`src/rtl/pmon_pkg.sv`:
```
package pmon_pkg;
  localparam int N_CTR = 6;
  localparam int N_SEL = 4;
  localparam int SEL_W = 8;
  localparam int CTL0_W = 8;

  // control register 0 bit positions
  localparam int B_FRZ_ALL = 0;
  localparam int B_FRZ_14  = 1;
  localparam int B_FRZ_56  = 2;
  localparam int B_OVE_1   = 3;
  localparam int B_OVE_J   = 4;
  localparam int B_FRZ_ON  = 5;
  localparam int B_ALR_EN  = 6;
  localparam int B_ALR_HIT = 7;

  // event codes
  localparam logic [SEL_W-1:0] EV_INS     = 8'h02;
  localparam logic [SEL_W-1:0] EV_CYC     = 8'h1E;
  localparam logic [SEL_W-1:0] EV_INS_C1  = 8'hFE;
  localparam logic [SEL_W-1:0] EV_CYC_C1  = 8'hF0;
  localparam logic [SEL_W-1:0] EV_RUN_C4  = 8'hFA;

  typedef enum logic [1:0] {
    MODE_IDLE = 2'd0,
    MODE_INS  = 2'd1,
    MODE_CYC  = 2'd2
  } ctr_mode_e;
endpackage

```
`src/rtl/pmon_event_decode.sv`:
```
module pmon_event_decode
  import pmon_pkg::*;
#(
  parameter int IDX = 0
) (
  input  logic [SEL_W-1:0] sel,
  input  logic             run_latch,
  input  logic             frz_all,
  input  logic             frz_14,
  input  logic             frz_56,
  input  logic             ctl1_nz,
  output ctr_mode_e        mode
);
  generate
    if (IDX < N_SEL) begin : g_sel
      logic ins_hit, cyc_hit;
      always_comb begin
        ins_hit = (sel == EV_INS);
        cyc_hit = (sel == EV_CYC);
        if (IDX == 0) begin
          ins_hit = ins_hit | (sel == EV_INS_C1);
          cyc_hit = cyc_hit | (sel == EV_CYC_C1);
        end
        if (IDX == 3) ins_hit = ins_hit | ((sel == EV_RUN_C4) & run_latch);
      end
      always_comb begin
        mode = MODE_IDLE;
        if (!frz_all && !frz_14 && ctl1_nz) begin
          if (ins_hit)      mode = MODE_INS;
          else if (cyc_hit) mode = MODE_CYC;
        end
      end
    end else begin : g_fixed
      logic unused_sel;
      assign unused_sel = ^{sel, run_latch, frz_14, ctl1_nz};
      always_comb begin
        mode = MODE_IDLE;
        if (!frz_all && !frz_56) mode = (IDX == N_SEL) ? MODE_INS : MODE_CYC;
      end
    end
  endgenerate
endmodule

```
`src/rtl/pmon_counter.sv`:
```
module pmon_counter
  import pmon_pkg::*;
#(
  parameter int CTR_W = 32,
  parameter int RET_W = 4
) (
  input  logic             clk,
  input  logic             rst_n,
  input  ctr_mode_e        mode,
  input  logic [RET_W-1:0] retire,
  input  logic             ovf_en,
  input  logic             wr_en,
  input  logic [CTR_W-1:0] wr_val,
  output logic [CTR_W-1:0] cnt,
  output logic             ovf
);
  localparam int SUM_W = CTR_W + 1;
  localparam logic [SUM_W-1:0] THR_X = SUM_W'(1) << (CTR_W - 1);
  localparam logic [CTR_W-1:0] THR   = THR_X[CTR_W-1:0];

  logic [CTR_W-1:0] cnt_q, cnt_d;
  logic [SUM_W-1:0] inc, sum;
  logic             active, hit, cnt_en;

  always_comb begin
    active = (mode != MODE_IDLE);
    inc    = '0;
    if (mode == MODE_INS)      inc = SUM_W'(retire);
    else if (mode == MODE_CYC) inc = SUM_W'(1);
    sum    = {1'b0, cnt_q} + inc;
    hit    = active && ovf_en && (sum >= THR_X);
    cnt_en = wr_en | active;
    if (wr_en)    cnt_d = wr_val;
    else if (hit) cnt_d = THR;
    else          cnt_d = sum[CTR_W-1:0];
  end

  always_ff @(posedge clk or negedge rst_n) begin
    if (!rst_n)      cnt_q <= '0;
    else if (cnt_en) cnt_q <= cnt_d;
  end

  assign cnt = cnt_q;
  assign ovf = hit & ~wr_en;

  p_clamp_r7: assert property (@(posedge clk) disable iff (!rst_n)
    ovf |=> (cnt == THR));
  p_write_r10: assert property (@(posedge clk) disable iff (!rst_n)
    wr_en |=> (cnt == $past(wr_val)));
  p_idle_hold_r4: assert property (@(posedge clk) disable iff (!rst_n)
    (mode == MODE_IDLE && !wr_en) |=> $stable(cnt));
endmodule

```
`src/rtl/pmon_ctrl.sv`:
```
module pmon_ctrl
  import pmon_pkg::*;
#(
  parameter int CTL1_W = 32
) (
  input  logic              clk,
  input  logic              rst_n,
  input  logic              ctl0_we,
  input  logic              ctl1_we,
  input  logic [CTL1_W-1:0] wdata,
  input  logic              alert,
  output logic [CTL0_W-1:0] ctl0,
  output logic [CTL1_W-1:0] ctl1
);
  logic [CTL0_W-1:0] ctl0_q, ctl0_d;
  logic [CTL1_W-1:0] ctl1_q;
  logic              ctl0_en;

  always_comb begin
    ctl0_d  = ctl0_q;
    ctl0_en = ctl0_we | alert;
    if (ctl0_we) begin
      ctl0_d = wdata[CTL0_W-1:0];
    end else if (alert) begin
      if (ctl0_q[B_FRZ_ON]) ctl0_d[B_FRZ_ALL] = 1'b1;
      if (ctl0_q[B_ALR_EN]) begin
        ctl0_d[B_ALR_EN]  = 1'b0;
        ctl0_d[B_ALR_HIT] = 1'b1;
      end
    end
  end

  always_ff @(posedge clk or negedge rst_n) begin
    if (!rst_n)       ctl0_q <= '0;
    else if (ctl0_en) ctl0_q <= ctl0_d;
  end

  always_ff @(posedge clk or negedge rst_n) begin
    if (!rst_n)       ctl1_q <= '0;
    else if (ctl1_we) ctl1_q <= wdata;
  end

  assign ctl0 = ctl0_q;
  assign ctl1 = ctl1_q;

  p_alert_latch_r8: assert property (@(posedge clk) disable iff (!rst_n)
    (alert && !ctl0_we && ctl0[B_ALR_EN]) |=> (ctl0[B_ALR_HIT] && !ctl0[B_ALR_EN]));
  p_alert_freeze_r8: assert property (@(posedge clk) disable iff (!rst_n)
    (alert && !ctl0_we && ctl0[B_FRZ_ON]) |=> ctl0[B_FRZ_ALL]);
endmodule

```
`src/rtl/pmon_bank.sv`:
```
module pmon_bank
  import pmon_pkg::*;
#(
  parameter int CTR_W = 32,
  parameter int RET_W = 4,
  parameter int WD_W  = 64,
  parameter int AW    = 3
) (
  input  logic             clk,
  input  logic             rst_n,
  input  logic             reg_we,
  input  logic [AW-1:0]    reg_addr,
  input  logic [WD_W-1:0]  reg_wdata,
  output logic [CTR_W-1:0] reg_rdata,
  input  logic [RET_W-1:0] retire_cnt,
  input  logic             run_latch,
  output logic             irq
);
  localparam int CTL1_W  = N_SEL * SEL_W;
  localparam int CTR_ORG = 2;

  logic [CTL0_W-1:0]             ctl0;
  logic [CTL1_W-1:0]             ctl1;
  logic [N_CTR-1:0][CTR_W-1:0]   cnt_all;
  logic [N_CTR-1:0]              ovf_vec;
  logic [N_CTR-1:0]              ctr_we;
  logic                          alert;
  logic                          unused_hi;

  assign unused_hi = ^reg_wdata[WD_W-1:CTR_W];
  assign alert     = |ovf_vec;

  pmon_ctrl #(.CTL1_W(CTL1_W)) u_ctrl (
    .clk     (clk),
    .rst_n   (rst_n),
    .ctl0_we (reg_we && reg_addr == AW'(0)),
    .ctl1_we (reg_we && reg_addr == AW'(1)),
    .wdata   (reg_wdata[CTL1_W-1:0]),
    .alert   (alert),
    .ctl0    (ctl0),
    .ctl1    (ctl1)
  );

  generate
    for (genvar i = 0; i < N_CTR; i++) begin : g_ctr
      logic [SEL_W-1:0] sel;
      ctr_mode_e        mode;
      if (i < N_SEL) begin : g_s
        assign sel = ctl1[CTL1_W-1-SEL_W*i -: SEL_W];
      end else begin : g_n
        assign sel = '0;
      end
      assign ctr_we[i] = reg_we && (reg_addr == AW'(i + CTR_ORG));

      pmon_event_decode #(.IDX(i)) u_dec (
        .sel       (sel),
        .run_latch (run_latch),
        .frz_all   (ctl0[B_FRZ_ALL]),
        .frz_14    (ctl0[B_FRZ_14]),
        .frz_56    (ctl0[B_FRZ_56]),
        .ctl1_nz   (|ctl1),
        .mode      (mode)
      );

      pmon_counter #(.CTR_W(CTR_W), .RET_W(RET_W)) u_cnt (
        .clk    (clk),
        .rst_n  (rst_n),
        .mode   (mode),
        .retire (retire_cnt),
        .ovf_en ((i == 0) ? ctl0[B_OVE_1] : ctl0[B_OVE_J]),
        .wr_en  (ctr_we[i]),
        .wr_val (reg_wdata[CTR_W-1:0]),
        .cnt    (cnt_all[i]),
        .ovf    (ovf_vec[i])
      );
    end
  endgenerate

  always_comb begin
    reg_rdata = '0;
    if (reg_addr == AW'(0)) reg_rdata = CTR_W'(ctl0);
    else if (reg_addr == AW'(1)) reg_rdata = CTR_W'(ctl1);
    for (int k = 0; k < N_CTR; k++) begin
      if (reg_addr == AW'(k + CTR_ORG)) reg_rdata = cnt_all[k];
    end
  end

  assign irq = ctl0[B_ALR_HIT];

  p_frozen_r1: assert property (@(posedge clk) disable iff (!rst_n)
    (ctl0[B_FRZ_ALL] && ctr_we == '0) |=> $stable(cnt_all));
endmodule

```
`config.mk`:
```
export PLATFORM = sky130hd
export DESIGN_NAME = pmon_bank
export DESIGN_NICKNAME = d
export VERILOG_FILES = /design/src/rtl/pmon_pkg.sv /design/src/rtl/pmon_event_decode.sv /design/src/rtl/pmon_counter.sv /design/src/rtl/pmon_ctrl.sv /design/src/rtl/pmon_bank.sv
export SDC_FILE = /design/constraint.sdc
export NUM_CORES = 1
export LEC_CHECK = 0
export BUFFER_PORTS_ARGS = -buffer_cell sky130_fd_sc_hd__clkbuf_2
export CORE_MARGIN = 2
export CORE_UTILIZATION = 50
export DETAILED_ROUTE_END_ITERATION = 16
export PLACE_DENSITY_LB_ADDON = 0.12
export SLEW_MARGIN = 15
export SYNTH_ARGS = -nofsm -noshare
export SYNTH_HDL_FRONTEND = slang
export SYNTH_SLANG_ARGS = --single-unit
export TNS_END_PERCENT = 1
```
`constraint.sdc`:
```
create_clock -name clk -period 3.63 [get_ports clk]
set_input_delay 0.5445 -clock clk [delete_from_list [all_inputs] [get_ports clk]]
set_output_delay 0.5445 -clock clk [all_outputs]
set_load 0.03 [all_outputs]
```
==> impl_metrics.env <==
export IMPL_status="complete, but fails checks"
export IMPL_violations="setup timing"
export IMPL_p_switching_uw=5120
export IMPL_die_h_um=191
export IMPL_io_buffers=75
export IMPL_synth_top_cell_area_share_pct=33.3
export IMPL_fin_crit_ns=3.84
export IMPL_grt_max_degree=85
export IMPL_hold_path_cell_count=3
export IMPL_dieArea_mm2=0.0364
export IMPL_hold_viol=0
export IMPL_cp_start_kind="flop"
export IMPL_grt_pass1_vias=18025
export IMPL_synth_async_sr_flop_share_pct=100
export IMPL_postRouteWirelength_um=77500
export IMPL_synth_compound_area_share_pct=23.6
export IMPL_seqPwrFrac_pct=37.0
export IMPL_dp_hpwl_um=53800
export IMPL_seqCellArea_mm2=0.00581
export IMPL_rsz0062_at_grt="true"
export IMPL_grt_util_all_layers_pct=42.2
export IMPL_nets=2488
export IMPL_worstSkewPairLatency_ns=0.59
export IMPL_power_density_mw_per_mm2=567
export IMPL_synth_xor_area_share_pct=0.653
export IMPL_dpl_cell_count=2791
export IMPL_dpl_worst_slack_ns=-0.503
export IMPL_syn_avg_cell_area_um2=7.89
export IMPL_power_frac_comb_pct=37.1
export IMPL_ios=108
export IMPL_clk_pin_slew_worst_paths_ns=0.06
export IMPL_via_count=19513
export IMPL_timing_final_max_slew_violations=0
export IMPL_crit_required_ns=4.14
export IMPL_gp_congestion=1.10
export IMPL_worst_r2r_cell_count=17
export IMPL_synth_flop_cell="dfrtp_1"
export IMPL_synth_area_mm2=0.0174
export IMPL_multi_input_area_mm2=0.0115
export IMPL_pwr_share_clk_pct=25.8
export IMPL_gr_total_overflow=0
export IMPL_via_per_inst=6.80
export IMPL_hp_class="in -> reg"
export IMPL_synth_simple_gate_area_share_pct=28.5
export IMPL_synth_edf_count=0
export IMPL_yosys_cell_types_count=92
export IMPL_cap_viol_max_count=0
export IMPL_max_clock_freq_mhz=261
export IMPL_synth_fp_nets=2312
export IMPL_synth_fa_ha_area_share_pct=2.15
export IMPL_setup_ws_ns=-0.205
export IMPL_htree_num_levels=1
export IMPL_cts_buffers=30
export IMPL_cts_tree="yes"
export IMPL_final_util_pct=61.7
export IMPL_drt_pass1_iterations=5
export IMPL_muxShareOfSynthArea_pct=6.99
export IMPL_grt_pass1_wl_um=114000
export IMPL_drc=0
export IMPL_end_kind="flop"
export IMPL_numClockSinks=232
export IMPL_core_mm2=0.0345
export IMPL_worstPathArrival_ns=4.34
export IMPL_holdWs_ns=0.391
export IMPL_worstMarginPinSlew_ns=0.889
export IMPL_clk_path_buf_depth=3
export IMPL_synth_area_leaders="dfrtp_1, nor2_1, nand2_1, o21ai_0, a21oi_1"
export IMPL_root_buffer="clkbuf_16"
export IMPL_routedWlPerCell_um=27.0
export IMPL_crit_path_max_fanout=4
export IMPL_fin_setup_tns_ns=-7.66
export IMPL_die_w_um=191
export IMPL_ant_nets=0
export IMPL_leakagePower_uw=0.00860
export IMPL_setup_viol=98
export IMPL_initial_core_util_pct=50.6
export IMPL_drt_initial_drc_count=2379
export IMPL_nFillCells=3086
export IMPL_internal_power_uw=6940
export IMPL_rows=68
export IMPL_drive_above_1_share_pct=22.9
export IMPL_ir_worst_vdd_uv=463
export IMPL_antenna_found_initial=1
export IMPL_ys_ff_latch=232
export IMPL_yosysSeqAreaShare_pct=33.3
export IMPL_swShare_pct=42.5
export IMPL_syn_inst=2210
export IMPL_path_class="reg -> reg"
export IMPL_max_slew_margin_rel_pct=40.8
export IMPL_synth_top_family_by_area="simple AND/OR/NAND/NOR gates"
export IMPL_area_growth_pct=22.0
export IMPL_yosysWarnings=0
export IMPL_final_cell_count_no_fill=2868
export IMPL_synth_top_area_cell="dfrtp_1"
export IMPL_fin_worst_skew_ns=0.0185
export IMPL_fin_crit_sh_pct=106
## final timing paths
kind                                       from                     end  slack, ns
worst max register to register  u_ctrl.ctl1[29]  g_ctr[0].u_cnt.cnt[29]      -0.21
worst min register to register   u_ctrl.ctl0[6]          u_ctrl.ctl0[6]       0.56
worst max-delay path            u_ctrl.ctl1[29]  g_ctr[0].u_cnt.cnt[29]      -0.21
max in group asynchronous                 rst_n   g_ctr[2].u_cnt.cnt[5]       2.16
min in group asynchronous                 rst_n  g_ctr[2].u_cnt.cnt[17]       0.54
worst min-delay path               reg_wdata[7]   g_ctr[4].u_cnt.cnt[7]       0.39
## placed cells by master (no fill, tap or decap), types with 10 or more instances in the layout
master,n
a21o_1,16
a21oi_1,142
a21oi_2,12
a221o_1,19
a221oi_1,11
a22oi_1,31
a31oi_1,111
and2_1,26
and3_1,38
and4_1,17
buf_4,204
buf_6,19
clkbuf_16,31
clkbuf_2,73
dfrtp_1,232
ha_1,17
inv_1,40
mux2_2,58
mux2i_1,42
nand2_1,219
nand2b_1,19
nand3_1,81
nand3b_1,29
nand4_1,45
nand4b_1,10
nor2_1,282
nor2b_1,13
nor3_1,49
nor3_2,10
nor4_1,15
o21a_1,12
o21ai_0,137
o21ai_1,21
or3_1,41
or4_1,13
## sequential cells by signal (all words and copies together), names as in the netlist
name             flops
u_ctrl.ctl0          8
u_ctrl.ctl1         32
g_ctr.u_cnt.cnt    192
## Yosys cell counts (all sizes together), types with 8 or more instances
library cell and n:
nor2 290, a221oi 20, or3 43, or2 8, nand2 226, nand4b 10
nor4 28, xnor2 9, a41oi 11, nand3 89, and2 27, a21oi 155
nor2b 14, inv 43, and3 39, nor3b 8, nand4 49, nand2b 24
a21o 17, dfrtp 232, or4 16, and4 17, nand3b 29, a22oi 32
o31ai 8, o22ai 9, ha 22, clkbuf 117, a221o 19, buf 43
mux2 59, a31oi 112, o21ai 161, a211oi 12, mux2i 42, o211ai 8
o21a 13, nor3 60
## cell type report
class	count	area share (%)
antenna	4	0.0471
sequential	232	27.3
inverter	43	0.759
clock inverter	10	0.588
timing repair buffer	304	10.6
multi-input combinational	1775	53.9
tap	455	2.68
clock buffer	45	4.13
## power groups by stage
stage          Sequential (µW)  Clock, µW  Combinational (µW)
3_5_place_dp              4410          0                4150
5_1_grt                   4530       3240                4800
3_3_place_gp              4400          0                4070
4_1_cts                   4390       3130                4260
6_report                  4460       3110                4480
2_1_floorplan             3940          0                2690
## worst max-delay path, stage by stage, from the launching register on
cell and delay (ns):
dfrtp_1 0.38, or4_4 0.60, o41a_1 0.49, buf_6 0.17
nand2b_4 0.08, a31oi_4 0.04, ha_4 0.22, inv_2 0.06
fa_2 0.19, nand2b_4 0.13, a21o_1 0.16, nand4_1 0.13
buf_4 0.19, nand3_1 0.10, nand2_2 0.10, buf_4 0.19
or3_1 0.34, a31oi_1 0.19
## layer usage
layer,part of all wire [%],track usage (%),wire length (µm),vias up
met5,0,0,0,-
met4,6.8,25.0,5260,0
met3,12,12.1,9350,257
met2,42,60.0,32400,1198
met1,39,56.8,30500,9470
li1,-,-,-,8588
## cells by family after synthesis
kind of cell    count (synthesis)
compound gates                642
xor+xnor                       13
mux                           107
buf+inv                       203
fa+ha+maj                      27
flops                         232
simple gates                  986
## timing repair
item | CTS | global route
pin swaps | 49 | 26
hold buffers | 0 | 1
buffers inserted | 18 | 0
setup endpoints to repair | 149 | 163
endpoints found under the hold margin | 0 | 1
gates resized for setup | 84 | 63
## per-stage QoR
| stage | cell area, µm² | power (µW) |
|---|---|---|
| floorplan | 17600 | 6630 |
| global placement | 19500 | 8460 |
| detailed placement | 19500 | 8560 |
| CTS | 21000 | 11800 |
| global route | 21300 | 12600 |
| finish | 21300 | 12100 |
No activity file was read; power rests on OpenSTA's default activity.
